File: src/rtl/rgmii_tx_pkg.sv
package rgmii_tx_pkg;

  typedef struct packed {
    logic       reduced;
    logic [1:0] rate;
  } tx_cfg_t;

  localparam tx_cfg_t CFG_RESET = '{reduced: 1'b0, rate: 2'b00};

  function automatic logic rate_is_gig(input logic [1:0] rate);
    return rate[1];
  endfunction

  // Nibble placed on the pins while the clock is high.
  function automatic logic [3:0] nib_high_phase(input logic [7:0] b);
    return b[3:0];
  endfunction

  // Nibble placed on the pins while the clock is low.
  function automatic logic [3:0] nib_low_phase(input logic [7:0] b, input tx_cfg_t c);
    if (c.reduced && rate_is_gig(c.rate)) return b[7:4];
    return b[3:0];
  endfunction

  // Control value for the low phase.
  function automatic logic ctl_low_phase(input logic en, input logic er, input tx_cfg_t c);
    if (c.reduced) return en ^ er;
    return en;
  endfunction

endpackage

File: src/rtl/rgmii_ddr_cell.sv
module rgmii_ddr_cell #(
  parameter int W = 1
) (
  input  logic         clk,
  input  logic         rst_n,
  input  logic [W-1:0] d_rise,
  input  logic [W-1:0] d_fall,
  output logic [W-1:0] q_rise,
  output logic [W-1:0] q_fall,
  output logic [W-1:0] q
);
  logic [W-1:0] fall_pend;

  always_ff @(posedge clk or negedge rst_n) begin
    if (!rst_n) begin
      q_rise    <= '0;
      fall_pend <= '0;
    end else begin
      q_rise    <= d_rise;
      fall_pend <= d_fall;
    end
  end

  always_ff @(negedge clk or negedge rst_n) begin
    if (!rst_n) q_fall <= '0;
    else        q_fall <= fall_pend;
  end

  assign q = clk ? q_rise : q_fall;
endmodule

File: src/rtl/rgmii_cfg_hold.sv
module rgmii_cfg_hold
  import rgmii_tx_pkg::*;
(
  input  logic    clk,
  input  logic    rst_n,
  input  logic    busy,
  input  tx_cfg_t cfg_in,
  output tx_cfg_t cfg_q,
  output tx_cfg_t cfg_act
);
  always_ff @(posedge clk or negedge rst_n) begin
    if (!rst_n)     cfg_q <= CFG_RESET;
    else if (!busy) cfg_q <= cfg_in;
  end

  // Idle bytes use the live inputs; frame bytes use the held copy.
  assign cfg_act = busy ? cfg_q : cfg_in;
endmodule

File: src/rtl/rgmii_lane_map.sv
module rgmii_lane_map
  import rgmii_tx_pkg::*;
#(
  parameter int BYTE_W = 8,
  localparam int NW = BYTE_W / 2
) (
  input  logic [BYTE_W-1:0] byte_in,
  input  logic              en,
  input  logic              er,
  input  tx_cfg_t           cfg,
  output logic [NW:0]       rise_vec,
  output logic [NW:0]       fall_vec
);
  always_comb begin
    rise_vec = {en, nib_high_phase(byte_in)};
    fall_vec = {ctl_low_phase(en, er, cfg), nib_low_phase(byte_in, cfg)};
  end
endmodule

File: src/rtl/rgmii_tx_enc.sv
module rgmii_tx_enc
  import rgmii_tx_pkg::*;
#(
  parameter int BYTE_W = 8
) (
  input  logic              clk,
  input  logic              rst_n,
  input  logic [BYTE_W-1:0] tx_byte,
  input  logic              tx_valid,
  input  logic              tx_fault,
  input  logic              sel_reduced,
  input  logic [1:0]        rate_sel,
  output logic              fwd_clk,
  output logic [BYTE_W/2-1:0] pin_dat,
  output logic              pin_ctl
);
  localparam int NW    = BYTE_W / 2;
  localparam int LANES = NW + 1;

  tx_cfg_t cfg_in, cfg_q, cfg_act;
  logic [NW:0] rise_vec, fall_vec, lane_q, lane_rq, lane_fq;

  // Named events for the checker.
  logic          act_reduced, act_gig, held_reduced;
  logic [NW-1:0] dat_rise_q, dat_fall_q;
  logic          ctl_rise_q, ctl_fall_q;
  logic          clk_rise_q, clk_fall_q;

  assign cfg_in = '{reduced: sel_reduced, rate: rate_sel};

  rgmii_cfg_hold u_cfg (
    .clk(clk), .rst_n(rst_n), .busy(tx_valid),
    .cfg_in(cfg_in), .cfg_q(cfg_q), .cfg_act(cfg_act)
  );

  rgmii_lane_map #(.BYTE_W(BYTE_W)) u_map (
    .byte_in(tx_byte), .en(tx_valid), .er(tx_fault), .cfg(cfg_act),
    .rise_vec(rise_vec), .fall_vec(fall_vec)
  );

  for (genvar g = 0; g < LANES; g++) begin : g_lane
    rgmii_ddr_cell #(.W(1)) u_cell (
      .clk(clk), .rst_n(rst_n),
      .d_rise(rise_vec[g]), .d_fall(fall_vec[g]),
      .q_rise(lane_rq[g]), .q_fall(lane_fq[g]), .q(lane_q[g])
    );
  end

  rgmii_ddr_cell #(.W(1)) u_clk_cell (
    .clk(clk), .rst_n(rst_n),
    .d_rise(1'b1), .d_fall(1'b0),
    .q_rise(clk_rise_q), .q_fall(clk_fall_q), .q(fwd_clk)
  );

  assign pin_dat      = lane_q[NW-1:0];
  assign pin_ctl      = lane_q[NW];
  assign dat_rise_q   = lane_rq[NW-1:0];
  assign dat_fall_q   = lane_fq[NW-1:0];
  assign ctl_rise_q   = lane_rq[NW];
  assign ctl_fall_q   = lane_fq[NW];
  assign act_reduced  = cfg_act.reduced;
  assign act_gig      = rate_is_gig(cfg_act.rate);
  assign held_reduced = cfg_q.reduced;
endmodule

File: config.mk
export PLATFORM = sky130hd
export DESIGN_NAME = rgmii_tx_enc
export DESIGN_NICKNAME = d
export VERILOG_FILES = /design/src/rtl/rgmii_tx_pkg.sv /design/src/rtl/rgmii_ddr_cell.sv /design/src/rtl/rgmii_cfg_hold.sv /design/src/rtl/rgmii_lane_map.sv /design/src/rtl/rgmii_tx_enc.sv
export SDC_FILE = /design/constraint.sdc
export NUM_CORES = 1
export LEC_CHECK = 0
export ABC_CLOCK_PERIOD_IN_PS = 900
export BUFFER_PORTS_ARGS = -buffer_cell sky130_fd_sc_hd__buf_4
export CORE_ASPECT_RATIO = 1.1
export CORE_MARGIN = 2
export CORE_UTILIZATION = 42
export DETAILED_ROUTE_END_ITERATION = 7
export PLACE_DENSITY_LB_ADDON = 0.05
export SLEW_MARGIN = 20
export SYNTH_ARGS = -nofsm -noshare
export SYNTH_HDL_FRONTEND = slang
export SYNTH_SLANG_ARGS = --single-unit
export TNS_END_PERCENT = 30
File: constraint.sdc
create_clock -name clk -period 0.9 [get_ports clk]
set_input_delay 0.09 -clock clk [delete_from_list [all_inputs] [get_ports clk]]
set_output_delay 0.09 -clock clk [all_outputs]
set_load 0.01 [all_outputs]
==> results of run 1 <==
cell families (layout without fill, tap and decap cells):
kind of cell	after synthesis	count (layout)	share of synthesized area
DFF	18	18	0.700
other	1	1	0.00583
muxes	11	11	0.193
buffers and inverters	4	44	0.0467
and+or+nand+nor	3	3	0.0233
AOI/OAI and AO/OA	3	3	0.0311
flip-flops by register name, summed over array words and instances (netlist names):
register,count
g_lane.u_cell.q_rise,5
g_lane.u_cell.fall_pend,5
g_lane.u_cell.q_fall,5
u_clk_cell.q_rise,1
u_cfg.cfg_q,2
what timing repair did:
action,in CTS,in global routing
endpoints found under the setup margin,16,18
pin swaps,1,0
hold buffers,12,0
endpoints found under the hold margin,29,0
resized for setup,8,1
cells in the final DEF, fill, tap and decap left out:
cell and count:
conb_1 1, and2_4 1, clkbuf_8 1, dfrtn_1 5, dfrtp_1 13, buf_6 6
buf_4 17, a31oi_1 1, clkbuf_4 7, nand3_1 1, dlymetal6s4s_1 1, nand2_1 1
clkbuf_1 1, o21ai_2 1, mux2_4 1, dlygate4sd3_1 11, mux2_2 10, a21oi_1 1
metrics by stage:
step / std cells / TNS, ns
floorplan: 40 / -2.01
global placement: 75 / -2.35
detailed placement: 75 / -2.71
CTS: 96 / -5.24
global route: 96 / -5.65
finish: 96 / -5.10
worst register-to-register path, cell delays in order (launching register included):
cell,delay (ns)
dfrtp_1,0.38
nand3_1,0.11
o21ai_2,0.14
mux2_2,0.37
path summary, 6_finish.rpt:
check,startpoint,endpoint,slack (ns)
min in group asynchronous,rst_n,u_clk_cell.q_rise,0.08
min reg2reg,u_cfg.cfg_q[1],u_cfg.cfg_q[1],0.56
max in group asynchronous,rst_n,g_lane[2].u_cell.q_fall,0.27
max reg2reg,u_cfg.cfg_q[1],g_lane[3].u_cell.fall_pend,-0.20
min,sel_reduced,u_cfg.cfg_q[2],0.05
max,g_lane[4].u_cell.q_fall,pin_ctl,-0.78
per-layer routing:
| layer | up-vias | wire (µm) | share of wire |
|---|---|---|---|
| li1 | 210 | - | - |
| met1 | 215 | 423 | 0.34 |
| met2 | 18 | 715 | 0.58 |
| met3 | 2 | 88 | 0.071 |
| met4 | 0 | 8 | 0.0065 |
| met5 | - | 0 | 0 |
power groups by stage:
stage	Sequential [W]	Combinational (W)	Clock [W]
CTS	0.000895	0.000175	0.00159
floorplan	0.000902	0.0000423	0.000531
global placement	0.000904	0.000123	0.000515
detailed placement	0.000910	0.000134	0.000515
finish	0.000894	0.000176	0.00154
global route	0.000902	0.000191	0.00168
layout make-up:
type	count	area, µm²
Sequential cell	18	450
Fill cell	104	374
Timing Repair Buffer	29	250
Multi-Input combinational cell	18	169
Clock buffer	15	138
Tap cell	16	20.0
==> results.py, run 1 <==
metrics = {
    "status": {
        "violations": "negative setup slack",
        "status": "finished, violations left",
    },
    "clock_tree": {
        "cts_tree": "yes",
        "postCtsSetupRepairBufs": 0,
        "clk-insertion-delay-late_ns": 0.40,
        "path_clk_slew_ns": 0.10,
    },
    "grt": {
        "antenna_found_initial": 0,
        "use_met2": 0.259,
        "grt_pass1_vias": 522,
        "grt_usage": 0.187,
        "grt_first_pass_wirelength_um": 2010,
        "use_met1": 0.169,
        "overflow": 0,
        "grt_max_degree": 19,
        "use_met3": 0.108,
        "grt_busiest_layer": "met2",
    },
    "power": {
        "p_int_w": 0.00194,
        "clockPowerShare": 0.590,
        "p_comb_frac": 0.067,
        "ir_drop_uv": 1620,
        "powerDensity_mw_per_mm2": 2540,
        "switchingPower_w": 0.000672,
        "p_leak_nw": 0.491,
        "switching_share": 0.257,
        "power_frac_seq": 0.342,
        "power_w": 0.00261,
    },
    "drt": {
        "drc": 0,
        "first_pass_iters": 2,
        "drtIter0Drc": 4,
        "wl_per_cell_um": 12.9,
        "antenna_left": 0,
        "wl_um": 1240,
        "vias": 445,
        "viasPerCell": 4.64,
    },
    "layout": {
        "fin_area_mm2": 0.00103,
        "drive_gt1_frac": 0.550,
        "areaGrowthSynthToFinish_pct": 59.7,
        "nNetsFinal": 95,
        "final_util": 0.733,
        "num_antenna_cells": 0,
    },
    "yosys": {
        "synth.yosys.seq_area_share": 0.700,
        "synth_area_leaders": "dfrtp_1 51%, dfrtn_1 19%, mux2_2 19%, buf_4 4.7%, o21ai_2 1.4%",
        "synth_commonest_cells": "13 x dfrtp_1, 11 x mux2_2, 5 x dfrtn_1",
        "postSynthAreaPerCell_um2": 16.1,
        "synth_edf_count": 0,
        "synth_area_um2": 643,
        "synth_most_common_cell": "dfrtp_1",
        "yosysUniqueCellTypes": 11,
        "yosys_warnings": 0,
        "synth_top_cell_by_area": "dfrtp_1",
        "synthArstFlopShare": 1.00,
        "ys_seq_elements": 18,
        "synth_top_area_frac": 0.506,
        "syn-num-nets": 55,
        "synthFlopType": "dfrtp_1",
        "synth_cells": 40,
    },
    "critical_path": {
        "worstPathArrival_ns": 1.59,
        "cp.required_ns": 0.81,
        "crit_type": "register to output pin",
        "slowest_delay_ns": 0.35,
        "r2r_cells": 3,
        "crit_fanout": 1,
        "crit_buf_inv": 1,
        "end_kind": "output pin",
        "crit_slowest_cell": "dfrtn_1",
        "critPathLaunchType": "register",
        "crit_family": "flip-flops",
        "critical_path_depth": 2,
        "worstPathCellList": "mux2_2, buf_6",
    },
    "run": {
        "maxCapViolCount": 0,
    },
    "hold_path": {
        "hold_depth": 3,
        "holdCritPathClass": "primary input to register",
    },
    "place": {
        "place_congestion": 0.535,
        "placed_cell_area_um2": 806,
        "io_buffers": 19,
        "pre_cts_slack_ns": -0.349,
    },
    "timing": {
        "whs_ns": 0.0501,
        "report.final.setup_viol": 17,
        "clock_skew_ns": 0.0105,
        "maxSlewViolCount": 0,
        "fin_ws_ns": -0.777,
        "hold_violations": 0,
        "rsz0062_at_grt": "yes",
    },
    "floorplan": {
        "io_pins": 21,
        "die_w_um": 41.3,
        "start_util": 0.459,
        "core-area_mm2": 0.00140,
        "row_count": 14,
        "fp.dieArea_mm2": 0.00186,
        "die_h_um": 45.0,
    },
}
No activity file was read; power rests on OpenSTA's default activity.
==> inputs of run 2 (changes only) <==
ABC_CLOCK_PERIOD_IN_PS = 1850   (was 900)
CORE_ASPECT_RATIO = unset   (was 1.1)
CORE_UTILIZATION = 46   (was 42)
MAX_ROUTING_LAYER = met4   (was unset)
clock period = 1.85 ns   (was 0.9 ns; I/O delays follow)
==> run 2 against run 1 <==
Against the previous run:
- total power decreased by 53%
- register-to-register slack improved by 0.61 ns
- largest cell class unchanged
- via count decreased by 4.3%
- the run still ends with negative setup slack left
- first-iteration DRC count increased by 25%
- global-route usage increased by 2.1 points
- hold slack got worse by 0.024 ns
- count of clock-buffer cells in the layout unchanged
- critical path type unchanged
- clock skew increased by 0.0022 ns
==> results.py, run 2 (synthesized netlist as in run 1, its figures left out) <==
metrics = {
    "status": {
        "status": "finished, violations left",
        "violations": "negative setup slack",
    },
    "layout": {
        "num_antenna_cells": 0,
        "final_common_cell": "buf_4",
        "fin_area_um2": 973,
        "nNetsFinal": 90,
        "layout_common_cells": "14 x buf_4, 13 x dfrtp_1, 11 x mux2_2, 11 x dlygate4sd3_1, 7 x clkbuf_4",
        "final.fill_count": 95,
        "reg_top3": "g_lane.u_cell.fall_pend (5), g_lane.u_cell.q_fall (5), g_lane.u_cell.q_rise (5)",
        "final_util": 0.748,
        "drive_gt1_frac": 0.520,
        "areaGrowthSynthToFinish_pct": 51.4,
    },
    "floorplan": {
        "fp.dieArea_mm2": 0.00171,
        "core-area_mm2": 0.00130,
        "row_count": 13,
        "die_w_um": 41.4,
        "start_util": 0.494,
        "io_pins": 21,
        "die_h_um": 41.4,
    },
    "grt": {
        "grt_usage": 0.207,
        "grt_busiest_layer": "met4",
        "grt_max_degree": 19,
        "overflow": 0,
        "use_met2": 0.262,
        "antenna_found_initial": 0,
        "grt_first_pass_wirelength_um": 1780,
        "use_met1": 0.150,
        "grt_pass1_vias": 471,
        "use_met3": 0.154,
    },
    "power": {
        "ir_drop_uv": 698,
        "power_w": 0.00123,
        "p_leak_nw": 0.451,
        "powerDensity_mw_per_mm2": 1270,
    },
    "critical_path": {
        "cp.required_ns": 1.66,
        "end_kind": "output pin",
        "crit_type": "register to output pin",
        "crit_slowest_cell": "dfrtn_1",
        "worstPathCellList": "mux2_2, buf_6",
        "crit_fanout": 1,
        "slowest_delay_ns": 0.34,
        "critPathLaunchType": "register",
        "worstPathArrival_ns": 2.06,
    },
    "drt": {
        "first_pass_iters": 4,
        "drtIter0Drc": 5,
        "wl_um": 1220,
        "viasPerCell": 4.73,
        "vias": 426,
        "wl_per_cell_um": 13.6,
        "antenna_left": 0,
        "drc": 0,
    },
    "timing": {
        "clock_skew_ns": 0.0127,
        "maxSlewViolCount": 0,
        "rsz0062_at_grt": "yes",
        "whs_ns": 0.0259,
        "setup_tns_ns": -1.93,
        "report.final.setup_viol": 5,
        "fin_ws_ns": -0.393,
        "hold_violations": 0,
    },
    "clock_tree": {
        "cts_tree": "yes",
        "path_clk_slew_ns": 0.10,
        "clk-insertion-delay-late_ns": 0.40,
        "postCtsSetupRepairBufs": 0,
    },
    "hold_path": {
        "holdCritPathClass": "primary input to register",
    },
    "place": {
        "hpwlAfterDp_um": 745,
        "io_buffers": 19,
        "placed_cell_area_um2": 774,
        "place_congestion": 0.617,
    },
    "run": {
        "maxCapViolCount": 0,
    },
}
## run 2: per-layer routing
layer  vias up  wire (µm)
li1        200          -
met1       209        453
met2        15        697
met3         2         65
met4         0          6
met5         -          0
## run 2: path summary, 6_finish.rpt
check | start | to | slack [ns] | depth (start not counted)
max | g_lane[2].u_cell.q_fall | pin_dat[2] | -0.39 | 2
max in group asynchronous | rst_n | g_lane[4].u_cell.q_fall | 0.65 | 2
min | rate_sel[1] | u_cfg.cfg_q[1] | 0.03 | 2
min reg2reg | u_cfg.cfg_q[2] | g_lane[4].u_cell.fall_pend | 0.50 | 1
max reg2reg | g_lane[0].u_cell.fall_pend | g_lane[0].u_cell.q_fall | 0.41 | 0
min in group asynchronous | rst_n | u_clk_cell.q_rise | 0.18 | 2
## run 2: layout make-up
cell class / instances / area [µm²] / share of cell area
sequential: 18 / 450 / 0.463
timing repair buffer: 24 / 208 / 0.213
clock buffer: 15 / 134 / 0.138
tap: 15 / 18.8 / 0.0193
multi-input combinational: 18 / 163 / 0.167
## run 2: power by group
group	switching (W)	leakage, nW	internal (W)
clock network	0.000285	0.0981	0.000438
registers	0.00000934	0.209	0.000425
logic	0.0000272	0.144	0.0000473
## run 2: timing repair
| action | in CTS | in global routing |
|---|---|---|
| hold endpoints to repair | 19 | 4 |
| endpoints found under the setup margin | 5 | 5 |
| gates cloned | 0 | 0 |
| hold buffers | 7 | 4 |
| gates resized for setup | 5 | 0 |
## run 2: per-stage QoR
stage               std cells  setup WS, ns
global placement           70        0.0529
floorplan                  40        0.0579
global route               90        -0.449
CTS                        86        -0.397
detailed placement         70        0.0452
finish                     90        -0.393
## run 2: worst max-delay path: cells and delay by family (launching register included)
| kind | cells | cell delay [ns] |
|---|---|---|
| flip-flops | 1 | 0.34 |
| buffers and inverters | 1 | 0.12 |
| multiplexers | 1 | 0.27 |
